===== config.mk =====
export PLATFORM = sky130hd
export DESIGN_NAME = cs_uart_tx
export DESIGN_NICKNAME = d
export VERILOG_FILES = /design/src/rtl/cs_uart_pkg.sv /design/src/rtl/cs_uart_frame_ctrl.sv /design/src/rtl/cs_uart_word_reg.sv /design/src/rtl/cs_uart_shifter.sv /design/src/rtl/cs_uart_tx.sv
export SDC_FILE = /design/constraint.sdc
export NUM_CORES = 1
export LEC_CHECK = 0
export CAP_MARGIN = 5
export CORE_ASPECT_RATIO = 1.2
export CORE_MARGIN = 10
export CORE_UTILIZATION = 51
export CTS_CLUSTER_DIAMETER = 100
export DETAILED_ROUTE_END_ITERATION = 10
export HOLD_SLACK_MARGIN = 0.12
export PLACE_DENSITY = 0.81
export SYNTH_ARGS = -nofsm -noshare
export SYNTH_HDL_FRONTEND = slang
export SYNTH_SLANG_ARGS = --single-unit

===== constraint.sdc =====
create_clock -name sclk -period 1.9 [get_ports sclk]
set_clock_uncertainty 0.05 [all_clocks]
set_input_delay 0.19 -clock sclk [delete_from_list [all_inputs] [get_ports sclk]]
set_output_delay 0.19 -clock sclk [all_outputs]
set_load 0.05 [all_outputs]

===== src/rtl/cs_uart_pkg.sv =====
`timescale 1ns/1ps
// Shared types for the chip-select started serial word sender.
// Assumes: nothing beyond IEEE 1800-2017.
package cs_uart_pkg;

    // Frame sequencer states
    typedef enum logic [1:0] {
        ST_IDLE = 2'd0,   // line floating, chip select released
        ST_SEND = 2'd1,   // a frame is on the line
        ST_HOLD = 2'd2    // frame finished, waiting for chip select release
    } tx_state_t;

endpackage


===== src/rtl/cs_uart_frame_ctrl.sv =====
`timescale 1ns/1ps
// Frame sequencer. Starts a frame when cs_n is seen low in idle, counts the
// frame bits, and then waits for cs_n to be released before it re-arms.
// Assumes: cs_n is synchronous to the falling edge of sclk.
module cs_uart_frame_ctrl
    import cs_uart_pkg::*;
#(
    parameter int FRAME_LEN = 11
) (
    input  logic sclk,
    input  logic rst_n,
    input  logic cs_n,
    output logic start,
    output logic done,
    output logic sending,
    output logic idle
);
    localparam int CNT_W = $clog2(FRAME_LEN);
    localparam logic [CNT_W-1:0] LAST_BIT = CNT_W'(FRAME_LEN - 1);

    tx_state_t        state_q;
    logic [CNT_W-1:0] bit_cnt_q;

    // Decode the state into start and end events and status flags
    always_comb begin
        idle    = (state_q == ST_IDLE);
        sending = (state_q == ST_SEND);
        start   = idle && !cs_n;
        done    = sending && (bit_cnt_q == LAST_BIT);
    end

    // Advance the state and the bit counter on each falling edge
    always_ff @(negedge sclk) begin
        if (!rst_n) begin
            state_q   <= ST_IDLE;
            bit_cnt_q <= '0;
        end else begin
            case (state_q)
                ST_IDLE: begin
                    if (!cs_n) begin
                        state_q   <= ST_SEND;
                        bit_cnt_q <= '0;
                    end
                end
                ST_SEND: begin
                    if (bit_cnt_q == LAST_BIT) begin
                        state_q <= ST_HOLD;
                    end else begin
                        bit_cnt_q <= bit_cnt_q + 1'b1;
                    end
                end
                ST_HOLD: begin
                    if (cs_n) begin
                        state_q <= ST_IDLE;
                    end
                end
                default: state_q <= ST_IDLE;
            endcase
        end
    end
endmodule


===== src/rtl/cs_uart_word_reg.sv =====
`timescale 1ns/1ps
// Word holding register with byte pointer and ready flag. A new word is
// taken only when the sequencer is idle and chip select is high.
// Assumes: DATA_W is even; the upper half goes out first.
module cs_uart_word_reg #(
    parameter int DATA_W = 16
) (
    input  logic                sclk,
    input  logic                rst_n,
    input  logic                cs_n,
    input  logic                idle,
    input  logic                done,
    input  logic [DATA_W-1:0]   word_in,
    input  logic                word_vld,
    output logic [DATA_W/2-1:0] tx_byte,
    output logic                drdy
);
    localparam int BYTE_W = DATA_W / 2;

    logic [DATA_W-1:0] word_q;
    logic              lower_sel_q;
    logic              accept;

    // Select the byte for the next frame and decide whether to take a word
    always_comb begin
        accept  = word_vld && idle && cs_n;
        tx_byte = lower_sel_q ? word_q[BYTE_W-1:0] : word_q[DATA_W-1:BYTE_W];
    end

    // Load words, step the byte pointer, and track the ready flag
    always_ff @(negedge sclk) begin
        if (!rst_n) begin
            word_q      <= '0;
            lower_sel_q <= 1'b0;
            drdy        <= 1'b0;
        end else if (accept) begin
            word_q      <= word_in;
            lower_sel_q <= 1'b0;
            drdy        <= 1'b1;
        end else if (done) begin
            if (lower_sel_q) begin
                drdy <= 1'b0;
            end
            lower_sel_q <= !lower_sel_q;
        end
    end
endmodule


===== src/rtl/cs_uart_shifter.sv =====
`timescale 1ns/1ps
// Frame shifter. It loads start bit, data byte (LSB first) and stop bits
// on start, then shifts one bit per falling edge, filling with ones.
// Assumes: start and sending come from the frame sequencer.
module cs_uart_shifter #(
    parameter int BYTE_W    = 8,
    parameter int STOP_BITS = 2
) (
    input  logic              sclk,
    input  logic              rst_n,
    input  logic              start,
    input  logic              sending,
    input  logic [BYTE_W-1:0] tx_byte,
    output logic              sdata
);
    localparam int SHIFT_W = 1 + BYTE_W + STOP_BITS;

    logic [SHIFT_W-1:0] shreg_q;

    // Hold the line high when it is not driving a frame
    always_comb begin
        sdata = sending ? shreg_q[0] : 1'b1;
    end

    // Load the frame image or shift it out
    always_ff @(negedge sclk) begin
        if (!rst_n) begin
            shreg_q <= '1;
        end else if (start) begin
            shreg_q <= {{STOP_BITS{1'b1}}, tx_byte, 1'b0};
        end else if (sending) begin
            shreg_q <= {1'b1, shreg_q[SHIFT_W-1:1]};
        end
    end
endmodule


===== src/rtl/cs_uart_tx.sv =====
`timescale 1ns/1ps
// Chip-select started serial sender for a two-byte word. Each low chip
// select sends one asynchronous frame. The upper byte goes first, and the
// line floats between frames.
// Assumes: all inputs are synchronous to the falling edge of sclk.
module cs_uart_tx #(
    parameter int DATA_W    = 16,
    parameter int STOP_BITS = 2
) (
    input  logic              sclk,
    input  logic              rst_n,
    input  logic              cs_n,
    input  logic [DATA_W-1:0] word_in,
    input  logic              word_vld,
    output logic              sdata,
    output logic              sdata_oe,
    output logic              drdy
);
    localparam int BYTE_W    = DATA_W / 2;
    localparam int FRAME_LEN = 1 + BYTE_W + STOP_BITS;

    logic              start;
    logic              done;
    logic              sending;
    logic              idle;
    logic [BYTE_W-1:0] tx_byte;

    cs_uart_frame_ctrl #(.FRAME_LEN(FRAME_LEN)) u_ctrl (
        .sclk    (sclk),
        .rst_n   (rst_n),
        .cs_n    (cs_n),
        .start   (start),
        .done    (done),
        .sending (sending),
        .idle    (idle)
    );

    cs_uart_word_reg #(.DATA_W(DATA_W)) u_word (
        .sclk     (sclk),
        .rst_n    (rst_n),
        .cs_n     (cs_n),
        .idle     (idle),
        .done     (done),
        .word_in  (word_in),
        .word_vld (word_vld),
        .tx_byte  (tx_byte),
        .drdy     (drdy)
    );

    cs_uart_shifter #(.BYTE_W(BYTE_W), .STOP_BITS(STOP_BITS)) u_shift (
        .sclk    (sclk),
        .rst_n   (rst_n),
        .start   (start),
        .sending (sending),
        .tx_byte (tx_byte),
        .sdata   (sdata)
    );

    // The output enable follows the frame-in-progress state
    always_comb begin
        sdata_oe = sending;
    end
endmodule


After elaboration in Yosys (flattened, before gate mapping)

Cells that the tools add are included.
Widths: inputs -> output; s select.

Eq/ne operators: 7
Bitwise logic cells: 1
Magnitude comparators: 0
Muxes and demuxes: 14
Multiply operators: 0
Shift-type cells: 0
Divide/modulo/power cells: 0
Reduce and logical (&&, ||, !) cells: 15
Add/sub/neg operators: 1

Operator list:

| operator            | number |
|---|---|
| $mux 9              | 2 |
| $mux 4              | 2 |
| $mux 8              | 1 |
| $ne 2x2->1 const B  | 4 |
| $pmux 4 s2          | 1 |
| $reduce_bool 2->1   | 4 |
| $mux 2              | 3 |
| $pmux 2 s3          | 1 |
| $reduce_and 3->1    | 2 |
| $add 4x1->4 const B | 1 |
| $eq 4x4->1 const B  | 1 |
| $logic_and 1x1->1   | 4 |
| $mux 1              | 4 |
| $eq 2x1->1 const B  | 1 |
| $eq 2x2->1 const B  | 1 |
| $logic_not 1->1     | 2 |
| $logic_not 2->1     | 1 |
| $reduce_and 2->1    | 1 |
| $reduce_or 2->1     | 1 |
| $not 1->1           | 1 |

Input bits: 20
Logic and storage cells: 44
Memories kept: 0
Bits in latches: 0
Memory bits (read-only): 0
Flip-flop bits (word level): 33
RAM bits: 0

Depth between registers and ports, before layout

Gate-level depths: netlist of run 1.

Depth in word-level cells: 5
Depth in mapped cells: 6
Mapped depth without buffers: 5

By module

Synthesis of run 1 repeated with hierarchy kept, for this count alone.

Cell total of the unflattened synthesis: 159
Area total of the unflattened synthesis: 1576.5 sq um

By module, submodules not included:

| module             | times used | area each (sq um) | seq. area each (sq um) | cells each |
|---|---|---|---|---|
| cs_uart_word_reg   | 1          | 838.3             | 360.3                  | 87 |
| cs_uart_shifter    | 1          | 384.1             | 180.2                  | 35 |
| cs_uart_frame_ctrl | 1          | 354.1             | 120.1                  | 37 |

==> results.md, run 1 <==
- H-tree depth: 2
- Vias in the first global route: 1,590
- Top cells by area, synth: dfxtp_1 (45%), nand2_1 (8.2%), a21oi_1 (7.2%)
- Post-Synthesis Cells: 168
- Number of flops mapped to enable cells by yosys: 0
- WL met3: 238 um
- Area growth, synth to finish: 42.0%
- Final WS setup: -0.512 ns
- Routed WL per cell: 14.3 um
- Die height: 78.6 um
- Worst Path Required: 1.66 ns
- Initial antenna violation count: 0
- Vias: 1,484
- Layout Nets: 257
- Switching portion of total power: 31.8%
- N_diodes: 0
- Ys async rst share: 0%
- Net Sw Power: 566 uW
- Uppermost layer routed: met4
- First-pass GRT wire length: 6.61 mm
- Worst path slowest cell: dfxtp_2
- Share of the synthesized area in the top cell type: 45.3%
- # rows: 21
- Final Slew Violations: 0
- Maximum fanout along the worst path: 3
- Gr usage total: 15.4%
- Total CTS buffers: 5
- Placed Cells: 226
- Pwr dens: 862 nW/um2
- Final hold viol count: 0
- Clock power frac: 44.5%
- Rel. slew slack: 64.2%
- Clock Pin Slew Worst Setup and Hold Paths: 0.04 ns
- Worst path max stage delay: 0.32 ns
- Core Area: 2760 um2
- Clock buffer depth: 2
- CTS sink count: 33
- Cell area after synthesis: 1460 um2
- Syn_nets: 190
- Most common cell on crit path: nand2b_4
- Final ANT Viol Nets: 0
- Initial core utilization: 52.8%
- Pin count of the biggest net entering global routing: 20
- Die width: 68.8 um
- Number of max-cap violations: 0
- Seq pwr share: 42.5%
- Critical Path Source Type: flop
- Gate power share: 13.1%
- Final Setup Violations: 3
- Maximum vdd ir drop: 0.690 mV
- Vias per cell: 5.50
- Nature of the critical path endpoint: primary output
- Filler cell count in the final layout: 206
- Drt first pass iters: 4
- Grt total ovfl: 0
- IO Port Bufs: 22
- HPWL Detailed: 2.62 mm
- Clock Root Buffer: clkbuf_4
- Finished Layout Cells: 270
- Sequential-to-total area share from yosys stat: 45.3%
- Final wirelength: 3.86 mm
- Main synth FF type: dfxtp_1
- Syn_area_per_cell: 8.68 um2
- Yosys warnings: 0
- Pint: 1220 uW
- Drc violations: 0
- Final non-filler cell area: 2070 um2
- Die ar.: 5410 um2
- Least-Margin Pin Slew: 0.536 ns
- I/O pins: 23
- Failing checks: negative setup slack
- Cell leakage power: 0.000902 uW
- Outcome: finished, violations left
- Sequential cell area: 663 um2
- CP arrival: 2.17 ns
- Latest clock arrival within the worst-skew pair: 0.41 ns
- CP Cell Sequence: nand2b_4 -> clkinvlp_4 -> nand2b_4 -> buf_12
- Yosys reg bits: 33
- Placer Congestion: 0.803
- Worst hold slack: 0.399 ns
- Setup CP Type: reg -> out
- Met2 WL: 2.02 mm
- Cell taking the most area after synthesis: dfxtp_1
- DP Area: 1820 um2
- Synth cell types: 38
- M1 WL: 1.52 mm
- RSZ-0062 raised after global routing: yes
- Layout cells sized above 1: 22.9%
- DR iter-0 viols: 78
- Hold Path Class: reg -> reg
- Final Util: 75.0%
- Area of the multi-input gates: 749 um2
- Dpl ws: -0.662 ns
- CTS tree: done
power by group through the flow:
| stage | clock, uW | combinational, uW | sequential, uW |
|---|---|---|---|
| after floorplan | 109 | 121 | 766 |
| after global placement | 109 | 210 | 763 |
| after detailed placement | 109 | 219 | 766 |
| after CTS | 815 | 227 | 755 |
| after global routing | 903 | 252 | 759 |
| final | 793 | 233 | 757 |
registers in the layout (all words and copies together) (netlist names):
name                count
u_word.word_q          16
u_ctrl.bit_cnt_q        4
u_word.drdy             1
u_ctrl.state_q          2
u_shift.shreg_q         9
u_word.lower_sel_q      1
stage by stage:
step	total power (uW)	TNS [ns]
final	1780	-1.13
after global routing	1910	-1.27
after CTS	1800	-1.16
after detailed placement	1090	-19.15
after global placement	1080	-18.36
after floorplan	996	-1.43
worst paths after layout:
| kind | startpoint | cells past startpoint | slack (ns) | to |
|---|---|---|---|---|
| min | u_word.word_q[11]$_SDFFE_NN0P_ | 2 | 0.40 | u_word.word_q[11]$_SDFFE_NN0P_ |
| max | u_ctrl.state_q[1]$_SDFFE_NN0P_ | 4 | -0.51 | sdata |
| max reg2reg | u_ctrl.bit_cnt_q[0]$_SDFFE_NN0P_ | 5 | 0.26 | u_ctrl.bit_cnt_q[2]$_SDFFE_NN0P_ |
| min reg2reg | u_word.word_q[11]$_SDFFE_NN0P_ | 2 | 0.40 | u_word.word_q[11]$_SDFFE_NN0P_ |
synthesized netlist by cell type, types with 2 or more instances:
| cell type | instances |
|---|---|
| nand3_1 | 2 |
| dfxtp_1 | 33 |
| o31ai_1 | 4 |
| nand2_1 | 32 |
| ha_1 | 2 |
| buf_2 | 6 |
| clkbuf_1 | 5 |
| o22ai_1 | 6 |
| mux2_2 | 6 |
| nand2b_1 | 3 |
| nand3b_1 | 2 |
| a21oi_1 | 21 |
| nor3b_1 | 2 |
| inv_1 | 4 |
| o211ai_1 | 7 |
| or3_1 | 3 |
| o21ai_0 | 9 |
critical path, delay by kind of cell (launching register included):
family	cells	cell delay, ns
buffers and inverters	2	0.27
and+or+nand+nor	2	0.24
DFF	1	0.32
per-layer routing:
metal / global-route usage (%) / vias up
met5: 0 / -
met4: 9.68 / 0
met3: 7.53 / 10
met2: 25.6 / 55
met1: 14.4 / 685
li1: - / 734
logic make-up after synthesis:
kind of cell    Yosys count  synth area share [%]
mux                       7                  5.32
fa+ha+maj                 2                  1.72
buf+inv                  18                  5.92
compound gates           54                  22.6
simple gates             54                  19.1
flops                    33                  45.3
final cells by class:
| class | instances | share of cell area, % |
|---|---|---|
| inverters | 4 | 0.907 |
| clock inverters | 36 | 7.92 |
| repair buffers | 41 | 19.0 |
| multi-input cells | 117 | 36.2 |
| clock buffers | 5 | 1.81 |
| well taps | 34 | 2.06 |
| flip-flops and latches | 33 | 32.0 |
placed cells by master, fill, tap and decap left out, types with 3 or more instances in the layout:
master / synthesis / layout
clkdlybuf4s50_1: 0 / 17
a21oi_1: 21 / 18
o21ai_0: 9 / 9
nand2_1: 32 / 31
o211ai_1: 7 / 7
buf_12: 0 / 3
buf_4: 1 / 17
a21oi_2: 0 / 3
dfxtp_1: 33 / 31
inv_1: 4 / 35
clkbuf_4: 0 / 5
mux2_2: 6 / 6
o31ai_1: 4 / 4
o22ai_1: 6 / 6
what timing repair did:
item,CTS,global route
gates resized for setup,9,4
hold buffers,0,0
endpoints found under the hold margin,0,0
buffers inserted,3,1
setup endpoints to repair,35,13
pin swaps,3,0
Note: power is estimated with default switching activity, not from simulation.
==> run 2: changes to the inputs <==
==> constraint.sdc (replaced) <==
create_clock -name sclk -period 1.9 [get_ports sclk]
set_clock_uncertainty 0.05 [all_clocks]
set_input_delay 0.285 -clock sclk [delete_from_list [all_inputs] [get_ports sclk]]
set_output_delay 0.285 -clock sclk [all_outputs]
set_load 0.05 [all_outputs]
==> results.md, run 2 (same netlist as run 1, synthesis figures left out) <==
- Outcome: finished, violations left
- Failing checks: negative setup slack
- CTS tree: done
- I/O pins: 23 (unchanged)
- Drt first pass iters: 5 (+1)
- Worst Path Required: 1.56 ns (-0.10 ns)
- Number of max-cap violations: 0 (unchanged)
- Routed WL per cell: 15.0 um (+4.8%)
- HPWL Detailed: 2.65 mm (+1.2%)
- Total CTS buffers: 5 (unchanged)
- Maximum fanout along the worst path: 3 (unchanged)
- FF-to-FF End: u_ctrl.bit_cnt_q[2]$_SDFFE_NN0P_
- Initial core utilization: 52.8% (unchanged)
- Initial antenna violation count: 0 (unchanged)
- Pwr dens: 807 nW/um2 (-6.4%)
- Worst path max stage delay: 0.31 ns (about the same)
- CP Cell Sequence: nand2b_4 -> clkinvlp_4 -> nand2b_4 -> buf_12
- DP Area: 1830 um2 (+0.27%)
- Placer Congestion: 0.735 (-8.6%)
- N_diodes: 0 (unchanged)
- Worst R2R Setup Slack: 0.34 ns (+0.08 ns)
- Hold Path Class: reg -> reg
- Vias per cell: 5.75 (+4.7%)
- FF-to-FF Start: u_ctrl.bit_cnt_q[0]$_SDFFE_NN0P_
- Clock Root Buffer: clkbuf_4
- Final Slew Violations: 0 (unchanged)
- Maximum vdd ir drop: 0.509 mV (-26%)
- Commonest non-fill, non-tap cells in the layout: inv_1 (35), nand2_1 (32), dfxtp_1 (31), a21oi_1 (21)
- Die width: 68.8 um (unchanged)
- Max reg flops: 16 (unchanged)
- Family with the most delay on the worst path: flip-flops
- Worst setup path endpoint: sdata
- RSZ-0062 raised after global routing: yes
- CP arrival: 2.17 ns (about the same)
- IO Port Bufs: 22 (unchanged)
- # rows: 21 (unchanged)
- Final wirelength: 4.01 mm (+4.0%)
- Reg with most FFs: u_word.word_q
- Final Util: 73.0% (-2.0 points)
- Final non-filler cell area: 2010 um2 (-2.7%)
- Critical Path Source Type: flop
- Worst hold slack: 0.398 ns (-0.000492 ns)
- Setup CP Type: reg -> out
- R2R cell count: 5 (unchanged)
- Worst path slowest cell: dfxtp_2
- Drc violations: 0 (unchanged)
- Nature of the critical path endpoint: primary output
- Vias: 1,542 (+3.9%)
- Final hold viol count: 0 (unchanged)
- Most common cell on crit path: nand2b_4
- Vias in the first global route: 1,604 (+0.88%)
- First-pass GRT wire length: 6.85 mm (+3.6%)
- Cell leakage power: 0.000888 uW (-1.6%)
- Clock Pin Slew Worst Setup and Hold Paths: 0.04 ns (about the same)
- Most common cell after layout, fill and taps aside: inv_1
- H-tree depth: 2 (unchanged)
- Latest clock arrival within the worst-skew pair: 0.40 ns (about the same)
- Finished Layout Cells: 268 (-0.74%)
- Final Setup Violations: 4 (+1)
- CP startpoint: u_ctrl.state_q[1]$_SDFFE_NN0P_
- Core Area: 2760 um2 (unchanged)
- Pin count of the biggest net entering global routing: 20 (unchanged)
- Die height: 78.6 um (unchanged)
- Clock buffer depth: 2 (unchanged)
- Layout cells sized above 1: 20.9% (-1.9 points)
- DR iter-0 viols: 96 (+23%)
- Layout Nets: 256 (-0.39%)
- Area growth, synth to finish: 38.2%
- Number of buffers added to fix hold violations after cts: 0 (unchanged)
- Final WS setup: -0.608 ns (-0.0964 ns)
- Final ANT Viol Nets: 0 (unchanged)
- Least-Margin Pin Slew: 0.526 ns (-0.0103 ns)
- Largest registers: u_word.word_q x16, u_shift.shreg_q x9, u_ctrl.bit_cnt_q x4
- CP bufs+invs: 2 (unchanged)
- Gr usage total: 15.9% (+0.53 points)
- Placed Cells: 226 (unchanged)
- Final setup TNS: -1.44 ns (-0.314 ns)
- Grt total ovfl: 0 (unchanged)
- Number of cells on the critical path: 4 (unchanged)
- Die ar.: 5410 um2 (unchanged)
- CTS sink count: 33 (unchanged)
- Rel. slew slack: 64.9% (+0.69 points)
- Filler cell count in the final layout: 211 (+2.4%)
## run 2: metrics by stage
stage	total power (uW)	setup slack, ns
2_1_floorplan	1000	-0.523
3_3_place_gp	1080	-0.767
3_5_place_dp	1100	-0.850
4_1_cts	1640	-0.621
5_1_grt	1760	-0.674
6_report	1630	-0.608
## run 2: repair_timing
| action | in CTS | in global routing |
|---|---|---|
| pin swaps | 4 | 0 |
| gates cloned | 1 | 0 |
| setup endpoints to repair | 35 | 4 |
| gates resized for setup | 10 | 1 |
| buffers inserted | 2 | 0 |
## run 2: power by group
| group | switching [uW] | total [uW] | internal [uW] | leakage [uW] |
|---|---|---|---|---|
| combinational | 112 | 232 | 120 | 0.000412 |
| sequential | 22.6 | 757 | 734 | 0.000271 |
| clock | 417 | 637 | 220 | 0.000204 |
| total | 552 | 1630 | 1070 | 0.000888 |
## run 2: layout make-up
class / count / area (um2) / area share [%]
flip-flops and latches: 33 / 663 / 32.9
clock inverters: 35 / 133 / 6.58
well taps: 34 / 42.5 / 2.11
clock buffers: 5 / 37.5 / 1.86
repair buffers: 40 / 379 / 18.8
multi-input cells: 117 / 741 / 36.8
inverters: 4 / 18.8 / 0.932
## run 2: worst min path at each step
stage | from | end | slack, ns | depth (start not counted)
after floorplan | u_word.word_q[15]$_SDFFE_NN0P_ | u_word.word_q[15]$_SDFFE_NN0P_ | 0.38 | 2
after global placement | u_word.word_q[5]$_SDFFE_NN0P_ | u_word.word_q[5]$_SDFFE_NN0P_ | 0.39 | 2
after detailed placement | u_word.word_q[15]$_SDFFE_NN0P_ | u_word.word_q[15]$_SDFFE_NN0P_ | 0.40 | 2
after CTS | u_word.word_q[15]$_SDFFE_NN0P_ | u_word.word_q[15]$_SDFFE_NN0P_ | 0.40 | 2
after global routing | u_word.word_q[6]$_SDFFE_NN0P_ | u_word.word_q[6]$_SDFFE_NN0P_ | 0.42 | 2
final | u_word.word_q[15]$_SDFFE_NN0P_ | u_word.word_q[15]$_SDFFE_NN0P_ | 0.40 | 2
## run 2: routing by layer
metal / routed length [um] / global-route usage [%]
met5: 0 / 0
met4: 149 / 9.68
met3: 312 / 8.10
met2: 2080 / 25.4
met1: 1470 / 15.8
## run 2: worst min-delay path: cells and delay by family (launching register included)
family             cells  cell delay [ns]
DFF                    1             0.30
and+or+nand+nor        1             0.05
AOI/OAI and AO/OA      1             0.05
==> run 3: changes to the inputs <==
--- a/config.mk
+++ b/config.mk
@@ -10,9 +10,10 @@
 export CORE_MARGIN = 10
 export CORE_UTILIZATION = 51
 export CTS_CLUSTER_DIAMETER = 100
+export CTS_CLUSTER_SIZE = 25
 export DETAILED_ROUTE_END_ITERATION = 10
 export HOLD_SLACK_MARGIN = 0.12
-export PLACE_DENSITY = 0.81
+export PLACE_DENSITY_LB_ADDON = 0.12
 export SYNTH_ARGS = -nofsm -noshare
 export SYNTH_HDL_FRONTEND = slang
 export SYNTH_SLANG_ARGS = --single-unit
==> results.md, run 3 (same netlist as run 1, synthesis figures left out) <==
- DR iter-0 viols: 86 (-10%)
- CP Cell Sequence: nand2b_4 -> clkinvlp_4 -> nand2b_4 -> buf_12
- CTS tree: done
- Core Area: 2760 um2 (unchanged)
- Final hold viol count: 0 (unchanged)
- Most common cell on crit path: nand2b_4
- Final Setup Violations: 3 (-1)
- IO Port Bufs: 22 (unchanged)
- WL met3: 235 um (-25%)
- Total CTS buffers: 5 (unchanged)
- Reg with most FFs: u_word.word_q
- Drt first pass iters: 4 (-1)
- Initial antenna violation count: 0 (unchanged)
- Number of buffers added to fix hold violations after cts: 0 (unchanged)
- Hold Path Class: reg -> reg
- Maximum fanout along the worst path: 3 (unchanged)
- Die height: 78.6 um (unchanged)
- Pwr dens: 853 nW/um2 (+5.7%)
- Vias per cell: 5.44 (-5.5%)
- Gr usage total: 15.4% (-0.55 points)
- Vias: 1,452 (-5.8%)
- Hold path start: u_word.word_q[15]$_SDFFE_NN0P_
- Critical Path Source Type: flop
- Worst R2R Setup Slack: 0.25 ns (-0.09 ns)
- Clock Root Buffer: clkbuf_4
- Die ar.: 5410 um2 (unchanged)
- CP startpoint: u_ctrl.state_q[1]$_SDFFE_NN0P_
- First-pass GRT wire length: 6.42 mm (-6.2%)
- Clock buffer depth: 2 (unchanged)
- Latest clock arrival within the worst-skew pair: 0.41 ns (about the same)
- Pin count of the biggest net entering global routing: 20 (unchanged)
- Number of max-cap violations: 0 (unchanged)
- RSZ-0062 raised after global routing: yes
- Worst Path Required: 1.56 ns (about the same)
- Final ANT Viol Nets: 0 (unchanged)
- Nature of the critical path endpoint: primary output
- Uppermost layer routed: met4
- Final Slew Violations: 0 (unchanged)
- Final non-filler cell area: 2090 um2 (+3.9%)
- Clock Pin Slew Worst Setup and Hold Paths: 0.04 ns (about the same)
- Rel. slew slack: 66.2% (+1.3 points)
- Worst hold slack: 0.398 ns (-0.000104 ns)
- Most common cell after layout, fill and taps aside: inv_1
- Least-Margin Pin Slew: 0.507 ns (-0.0192 ns)
- DP Area: 1830 um2 (+0.27%)
- Cell leakage power: 0.000905 uW (+2.0%)
- Initial core utilization: 52.8% (unchanged)
- Drc violations: 0 (unchanged)
- CP arrival: 2.19 ns (+0.02 ns)
- Layout cells sized above 1: 22.3% (+1.4 points)
- Final WS setup: -0.621 ns (-0.0124 ns)
- Maximum vdd ir drop: 0.739 mV (+45%)
- Worst path slowest cell: dfxtp_2
- Die width: 68.8 um (unchanged)
- Final wirelength: 3.83 mm (-4.5%)
- # rows: 21 (unchanged)
- Placer Congestion: 0.811 (+10%)
- Vias in the first global route: 1,525 (-4.9%)
- HPWL Detailed: 2.57 mm (-3.0%)
- Filler cell count in the final layout: 217 (+2.8%)
- CTS sink count: 33 (unchanged)
- Commonest non-fill, non-tap cells in the layout: inv_1 (34), nand2_1 (31), dfxtp_1 (31), a21oi_1 (20), clkdlybuf4s50_1 (17)
- Outcome: finished, violations left
- Met2 WL: 2.03 mm (-2.5%)
- Worst path max stage delay: 0.32 ns (about the same)
- Area growth, synth to finish: 43.6%
- Grt total ovfl: 0 (unchanged)
- M1 WL: 1.48 mm (+1.1%)
- Largest registers: u_word.word_q x16, u_shift.shreg_q x9, u_ctrl.bit_cnt_q x4
- N_diodes: 0 (unchanged)
- Routed WL per cell: 14.4 um (-4.1%)
- I/O pins: 23 (unchanged)
- Layout Nets: 254 (-0.78%)
- Final setup TNS: -1.44 ns (+0.000780 ns)
- Setup CP Type: reg -> out
- Failing checks: negative setup slack
- Max reg flops: 16 (unchanged)
- H-tree depth: 2 (unchanged)
- FF-to-FF Start: u_ctrl.bit_cnt_q[0]$_SDFFE_NN0P_
-- run 3: cell count changes in the layout (fill, tap and decap cells not counted), sizes merged --
| cell | change |
|---|---|
| inv | -1 |
| bufbuf | +1 |
| clkdlybuf4s15 | +1 |
| clkdlybuf4s50 | +1 |
| clkinvlp | +1 |
| bufinv | +1 |
| dlygate4sd2 | -2 |
| buf | -3 |
-- run 3: what timing repair did --
item,in CTS,in global routing
setup buffers,1,0
gates resized for setup,12,3
pin swaps,5,2
gates cloned,1,0
setup endpoints to repair,35,15
-- run 3: worst paths after layout --
check | to | cells after the start
hold reg to reg | u_word.word_q[15]$_SDFFE_NN0P_ | 2
hold / removal | u_word.word_q[15]$_SDFFE_NN0P_ | 2
setup reg to reg | u_ctrl.bit_cnt_q[2]$_SDFFE_NN0P_ | 5
setup / recovery | sdata | 4
-- run 3: area by class of cell --
cell class | count | area (um2) | share of cell area, %
multi-input combinational | 117 | 753 | 36.0
tap | 34 | 42.5 | 2.03
timing repair buffer | 38 | 414 | 19.8
sequential | 33 | 663 | 31.7
inverter | 4 | 18.8 | 0.897
clock inverter | 36 | 164 | 7.83
clock buffer | 5 | 37.5 | 1.79
-- run 3: metrics by stage --
step           worst slack, ns  util, %  cells  power [uW]
4_1_cts                 -0.643     75.6    267        1810
3_3_place_gp            -0.745     66.3    225        1090
6_report                -0.621     75.9    267        1790
5_1_grt                 -0.689     75.9    267        1920
2_1_floorplan           -0.523        -    168        1000
3_5_place_dp            -0.764     66.3    225        1100
-- run 3: per-layer routing --
layer | vias to the layer above | track usage, %
li1 | 726 | -
met1 | 671 | 14.6
met2 | 46 | 24.6
met3 | 9 | 7.53
met4 | 0 | 11.3
met5 | - | 0
-- run 3: where the power goes --
group | total (uW) | switching [uW] | internal, uW | leakage, uW
Clock | 790 | 430 | 360 | 0.000213
Combinational | 241 | 111 | 130 | 0.000421
Sequential | 755 | 21.3 | 734 | 0.000271
Total | 1790 | 562 | 1220 | 0.000905
-- run 3: critical path: cells and delay by family (launching register included) --
family	cells	cell delay, ns
buffers and inverters	2	0.28
and+or+nand+nor	2	0.24
DFF	1	0.32
